==> src/rtl/swing_seq_pkg.sv <==
package swing_seq_pkg;

  typedef enum logic [1:0] {
    MODE_WRAP   = 2'b00,
    MODE_SWING  = 2'b01,
    MODE_ONCE   = 2'b10,
    MODE_WRAP_B = 2'b11
  } seq_mode_e;

  localparam int CTL_W = 8;

endpackage

==> src/rtl/swing_trig_dec.sv <==
module swing_trig_dec #(
  parameter int                           CTL_W     = 8,
  parameter logic [CTL_W-1:0]             TRIG_CODE = 8'hF0
) (
  input  logic             ctl_we,
  input  logic [CTL_W-1:0] ctl_data,
  output logic             trig
);

  always_comb trig = ctl_we && (ctl_data == TRIG_CODE);

endmodule

==> src/rtl/swing_table.sv <==
module swing_table #(
  parameter int DEPTH     = 10,
  parameter int DATA_W    = 12,
  parameter int INIT_BASE = 100,
  parameter int INIT_STEP = 100,
  localparam int IDX_W    = (DEPTH > 1) ? $clog2(DEPTH) : 1
) (
  input  logic              clk,
  input  logic              rst_n,
  input  logic              we,
  input  logic [IDX_W-1:0]  waddr,
  input  logic [DATA_W-1:0] wdata,
  input  logic [IDX_W-1:0]  raddr,
  output logic [DATA_W-1:0] rdata
);

  logic [DATA_W-1:0] ent [DEPTH];

  for (genvar g = 0; g < DEPTH; g++) begin : g_ent
    localparam logic [DATA_W-1:0] INIT_V = DATA_W'(INIT_BASE + g * INIT_STEP);
    localparam logic [IDX_W-1:0]  MY_A   = IDX_W'(g);
    always_ff @(posedge clk) begin
      if (!rst_n)                    ent[g] <= INIT_V;
      else if (we && waddr == MY_A)  ent[g] <= wdata;
    end
  end

  always_comb begin
    rdata = '0;
    for (int k = 0; k < DEPTH; k++) begin
      if (raddr == IDX_W'(k)) rdata = ent[k];
    end
  end

endmodule

==> src/rtl/swing_stepper.sv <==
module swing_stepper
  import swing_seq_pkg::*;
#(
  parameter int DEPTH     = 10,
  parameter int START_IDX = 0,
  localparam int IDX_W    = (DEPTH > 1) ? $clog2(DEPTH) : 1
) (
  input  logic             clk,
  input  logic             rst_n,
  input  seq_mode_e        mode,
  input  logic             trig,
  input  logic             load,
  input  logic [IDX_W-1:0] load_val,
  output logic [IDX_W-1:0] idx,
  output logic             top_pulse,
  output logic             bot_pulse
);

  localparam logic [IDX_W-1:0] LIMIT = IDX_W'(DEPTH - 1);
  localparam logic [IDX_W-1:0] START = IDX_W'(START_IDX);

  typedef struct packed {
    logic [IDX_W-1:0] idx;
    logic             up;
  } step_t;

  function automatic step_t calc_step(input logic [IDX_W-1:0] cur,
                                      input logic up,
                                      input seq_mode_e m);
    step_t r;
    r.idx = cur;
    r.up  = 1'b1;
    case (m)
      MODE_SWING: begin
        if (up) begin
          if (cur >= LIMIT) begin
            r.idx = LIMIT - 1'b1;
            r.up  = 1'b0;
          end else begin
            r.idx = cur + 1'b1;
            r.up  = (cur + 1'b1) != LIMIT;
          end
        end else begin
          if (cur == '0) begin
            r.idx = IDX_W'(1);
            r.up  = 1'b1;
          end else begin
            r.idx = cur - 1'b1;
            r.up  = (cur - 1'b1) == '0;
          end
        end
      end
      MODE_ONCE: r.idx = (cur >= LIMIT) ? LIMIT : cur + 1'b1;
      default:   r.idx = (cur >= LIMIT) ? '0 : cur + 1'b1;
    endcase
    return r;
  endfunction

  logic  dir_up;
  step_t nxt;
  logic  moved;

  always_comb begin
    nxt   = calc_step(idx, dir_up, mode);
    moved = trig && !load && (nxt.idx != idx);
  end

  always_ff @(posedge clk) begin
    if (!rst_n) begin
      idx       <= START;
      dir_up    <= 1'b1;
      top_pulse <= 1'b0;
      bot_pulse <= 1'b0;
    end else begin
      top_pulse <= moved && (nxt.idx == LIMIT);
      bot_pulse <= moved && (nxt.idx == '0);
      if (load) begin
        idx    <= load_val;
        dir_up <= 1'b1;
      end else if (trig) begin
        idx    <= nxt.idx;
        dir_up <= nxt.up;
      end
    end
  end

endmodule

==> src/rtl/swing_seq.sv <==
module swing_seq
  import swing_seq_pkg::*;
#(
  parameter int                DEPTH     = 10,
  parameter int                DATA_W    = 12,
  parameter int                INIT_BASE = 100,
  parameter int                INIT_STEP = 100,
  parameter int                START_IDX = 0,
  parameter logic [CTL_W-1:0]  TRIG_CODE = 8'hF0,
  localparam int               IDX_W     = (DEPTH > 1) ? $clog2(DEPTH) : 1
) (
  input  logic              clk,
  input  logic              rst_n,
  input  logic [1:0]        mode_i,
  input  logic              ctl_we_i,
  input  logic [CTL_W-1:0]  ctl_data_i,
  input  logic              idx_we_i,
  input  logic [IDX_W-1:0]  idx_data_i,
  input  logic              tbl_we_i,
  input  logic [IDX_W-1:0]  tbl_addr_i,
  input  logic [DATA_W-1:0] tbl_data_i,
  output logic [DATA_W-1:0] code_o,
  output logic [IDX_W-1:0]  idx_o,
  output logic              top_o,
  output logic              bottom_o
);

  localparam logic [IDX_W-1:0] LIMIT = IDX_W'(DEPTH - 1);

  seq_mode_e mode_sel;
  logic      trig_evt;
  logic      load_evt;

  always_comb begin
    mode_sel = seq_mode_e'(mode_i);
    load_evt = idx_we_i && (idx_data_i <= LIMIT);
  end

  swing_trig_dec #(.CTL_W(CTL_W), .TRIG_CODE(TRIG_CODE)) u_dec (
    .ctl_we   (ctl_we_i),
    .ctl_data (ctl_data_i),
    .trig     (trig_evt)
  );

  swing_stepper #(.DEPTH(DEPTH), .START_IDX(START_IDX)) u_step (
    .clk       (clk),
    .rst_n     (rst_n),
    .mode      (mode_sel),
    .trig      (trig_evt),
    .load      (load_evt),
    .load_val  (idx_data_i),
    .idx       (idx_o),
    .top_pulse (top_o),
    .bot_pulse (bottom_o)
  );

  swing_table #(.DEPTH(DEPTH), .DATA_W(DATA_W),
                .INIT_BASE(INIT_BASE), .INIT_STEP(INIT_STEP)) u_tbl (
    .clk   (clk),
    .rst_n (rst_n),
    .we    (tbl_we_i),
    .waddr (tbl_addr_i),
    .wdata (tbl_data_i),
    .raddr (idx_o),
    .rdata (code_o)
  );

endmodule

==> config.mk <==
export PLATFORM = sky130hd
export DESIGN_NAME = swing_seq
export DESIGN_NICKNAME = d
export VERILOG_FILES = /design/src/rtl/swing_seq_pkg.sv /design/src/rtl/swing_trig_dec.sv /design/src/rtl/swing_table.sv /design/src/rtl/swing_stepper.sv /design/src/rtl/swing_seq.sv
export SDC_FILE = /design/constraint.sdc
export NUM_CORES = 1
export LEC_CHECK = 0
export ABC_AREA = 1
export BUFFER_PORTS_ARGS = -buffer_cell sky130_fd_sc_hd__buf_2
export CAP_MARGIN = 10
export CORE_MARGIN = 5
export CORE_UTILIZATION = 35
export DETAILED_ROUTE_END_ITERATION = 7
export HOLD_SLACK_MARGIN = 0.15
export PLACE_DENSITY_LB_ADDON = 0.05
export SLEW_MARGIN = 5
export SYNTH_ARGS = -nofsm -noshare
export SYNTH_HDL_FRONTEND = slang
export SYNTH_SLANG_ARGS = --single-unit
==> constraint.sdc <==
create_clock -name clk -period 2.4 [get_ports clk]
set_input_delay 0.48 -clock clk [delete_from_list [all_inputs] [get_ports clk]]
set_output_delay 0.48 -clock clk [all_outputs]
set_load 0.05 [all_outputs]
==> metrics.md <==
| Metric | Value |
|---|---|
| Period utilization | `113%` |
| Share of cells above drive strength 1 | `about a third` |
| Die Span X | `~150 um` |
| Synth unique cells | `27` |
| Seq cells post-synth | `between 100 and 150` |
| Post-synthesis cell area | `6560 um2` |
| Drt wl/cell | `18.4 um` |
| Number of inserted diodes | `0` |
| Syn nets | `832` |
| Largest net degree at the start of global routing | `25` |
| Maximum clock path buffer count | `2` |
| GRT overflow | `0` |
| FP Rows | `50` |
| Peak supply drop | `487 uV` |
| Top FF cell, synth | `edfxtp_1` |
| Cell Count, Final, Fillers Out | `1,145` |
| Setup crit start kind | `register` |
| Clk_lat worst skew | `~0.42 ns` |
| Yosys top cell by area | `edfxtp_1` |
| Register share of total power | `42.4%` |
| Core ar. | `18,600 um2` |
| Final ANT Viol Nets | `0` |
| Worst Path Required | `1.92 ns` |
| Crit-path slowest cell | `dfxtp_4` |
| Die Y | `about 150 um` |
| CTS tree | `yes` |
| Clk pin slew, worst setup/hold paths | `around 0.060 ns` |
| Total power | `6.13 mW` |
| CTS Root Cell | `clkbuf_16` |
| Critical path arrival | `2.22 ns` |
| Type of the most critical hold path | `in -> reg` |
| Net Sw Frac | `28.7%` |
| HPWL Detailed | `~14,000 um` |
| Max Slew Vio Count | `0` |
| Initial Util | `35.3%` |
| Fin crit period | `~2.7 ns` |
| Status | `finished, violations left` |
| Clock Power Share | `38.4%` |
| CP bufs+invs | `5` |
| Cells after Synth | `789` |
| Final setup violating endpoints | `12` |
| Fin nets | `944` |
| Vias post-DR | `5,605` |
| Clock Skews | `0.00344 ns` |
| Placed Cells incl. Taps | `~1,100` |
| Hold-fix buffers, CTS | `0` |
| Avg Inst Size Synth | `8.31 um2` |
| Final wirelength | `21,100 um` |
| CP Cell Sequence | `buf_6, ha_4, buf_6, nand3_4, inv_6, clkbuf_16, nor2_1, nand2_2, nand2_2, nand2_1, nand2_1, nand2_1, nand2_2, buf_8` |
| CP peak stage delay | `0.36 ns` |
| TritonCTS Sinks | `127` |
| Failing checks | `negative setup slack` |
| Max Cap Viol | `0` |
| Final setup margin | `-0.302 ns` |
| Initial antenna violation count | `0` |
| Hold Violations, Final | `0` |
| First-pass GRT wire length | `32,000 um` |
| Synth top area cells | `edfxtp_1, nand2_1, nor2_1` |
| Die Area | `21,600 um2` |
| Post-synth EDFFs | `120` |
| YS warnings | `0` |
| Post-synth top area share | `54.9%` |
| Leakage | `approximately 3.8 nW` |
| Register area share after synthesis | `a little under three fifths` |
| # DRC | `0` |
| Commonest cells post-synth | `nand2_1, nor2_1, edfxtp_1, inv_1, nand3_1` |
| H-tree levels | `4` |
| # IOs | `53` |
| Max transition margin | `57.7%` |
| Kind of critical path | `reg -> out` |
| Most common cell in the synthesized netlist | `nand2_1` |
| Int Power | `approximately 4.4 mW` |
| Routability cong. | `0.850` |
| Ys async rst share | `0%` |
| RSZ-0062 raised after global routing | `true` |
| PwrDens | `686 nW/um2` |
| CP endpoint kind | `output port` |
| Logic pwr share | `19.2%` |
| Worst-path fanout max | `5` |
| Vias per cell | `4.90` |
| All-Layer GR Usage | `roughly a fifth` |
| NetSw | `around 1.8 mW` |
| Critical path's top delay family | `simple AND/OR/NAND/NOR gates` |
| Inserted Clock Buffers | `17` |
| Synthesis-to-layout area growth | `36.3%` |
| DRT iter0 DRCs | `about 440` |
| Worst-Margin Slew | `between 0.6 and 0.7 ns` |
| DR pass1 iterations | `5` |
| Achievable Freq | `approximately 370 MHz` |
| Vias in the first global route | `approximately 5,600` |
| Number of port buffers | `52` |
## state kept, by name, summed over array words and instances (netlist names)
name and cells:
u_tbl.ent 120, u_step.idx 4, u_step.top_pulse 1, u_step.dir_up 1
u_step.bot_pulse 1
## layout make-up
class                   instances  area, um2
flip-flops and latches        127       3750
multi-input cells             549       2900
repair buffers                115       1100
fillers                      1750       9640
clock buffers                  17        425
inverters                      91        372
clock inverters                12       98.8
well taps                     234        293
## per-layer routing
layer | routed length, um | part of all wire [%] | GRT usage, %
met1 | 10000 | 47 | 27.8
met2 | 9580 | 45 | 30.1
met3 | 1280 | 6.1 | 4.66
met4 | 231 | 1.1 | 4.47
met5 | 0 | 0 | 0
## worst register-to-register path, cell delays in order, from the launching register on
cell and delay [ns]:
dfxtp_4 0.40, inv_6 0.05, buf_4 0.15, ha_1 0.22, nand3_1 0.08, nand2_1 0.14
nand3_1 0.12, nand2_1 0.12, xor2_1 0.17, nor2_1 0.11, nand3_1 0.10, nand2_1 0.09
inv_1 0.04
## per-stage QoR
step           hold slack, ns  TNS (ns)  util (%)  setup slack [ns]  area (um2)
3_3_place_gp            0.541    -0.803      40.4           -0.0950        7510
3_5_place_dp            0.546    -0.845      40.4            -0.148        7510
6_report                0.353     -3.14      48.1            -0.302        8940
4_1_cts                 0.352     -3.55      46.5            -0.323        8630
5_1_grt                 0.371     -4.37      48.1            -0.401        8940
2_1_floorplan           0.493   -0.0173         -           -0.0173        6630
## path summary, 6_finish.rpt
path	cells past startpoint	end	slack (ns)	start
max reg2reg	12	u_step.bot_pulse	0.50	u_step.idx[0]
min reg2reg	2	u_step.dir_up	0.55	u_step.dir_up
max	14	code_o[6]	-0.30	u_step.idx[1]
min	3	u_step.idx[2]	0.35	idx_data_i[2]
## power by group through the flow
stage	clock [mW]	sequential (mW)	combinational [mW]
5_1_grt	2.48	2.61	1.26
3_3_place_gp	0	2.63	0.908
3_5_place_dp	0	2.63	0.911
6_report	2.36	2.60	1.18
4_1_cts	2.37	2.60	1.12
2_1_floorplan	0	2.64	0.566
## cells by family after synthesis
logic type | after synthesis | synth area share (%)
compound gates | 26 | 2.12
xor+xnor | 2 | 0.267
fa+ha+maj | 8 | 1.53
buf+inv | 113 | 7.13
flops | 127 | 57.1
simple gates | 513 | 31.9
## timing repair
action,in CTS,in global routing
pin swaps,36,54
gates resized for setup,135,90
setup buffers,5,2
endpoints found under the setup margin,12,12
gates cloned,4,4
## placed cells by master, fill, tap and decap left out, types with 9 or more instances in the layout
cell type	Yosys	routed
buf_2	11	40
buf_4	4	37
buf_6	2	14
buf_8	0	10
clkbuf_16	0	21
clkinv_1	17	19
edfxtp_1	120	120
inv_1	66	56
inv_2	8	10
nand2_1	264	178
nand2_2	2	79
nand2_4	1	9
nand3_1	57	39
nand3_2	0	16
nand4_1	15	15
nor2_1	155	143
nor2_2	6	12
Power figures use the tool's default switching activity.
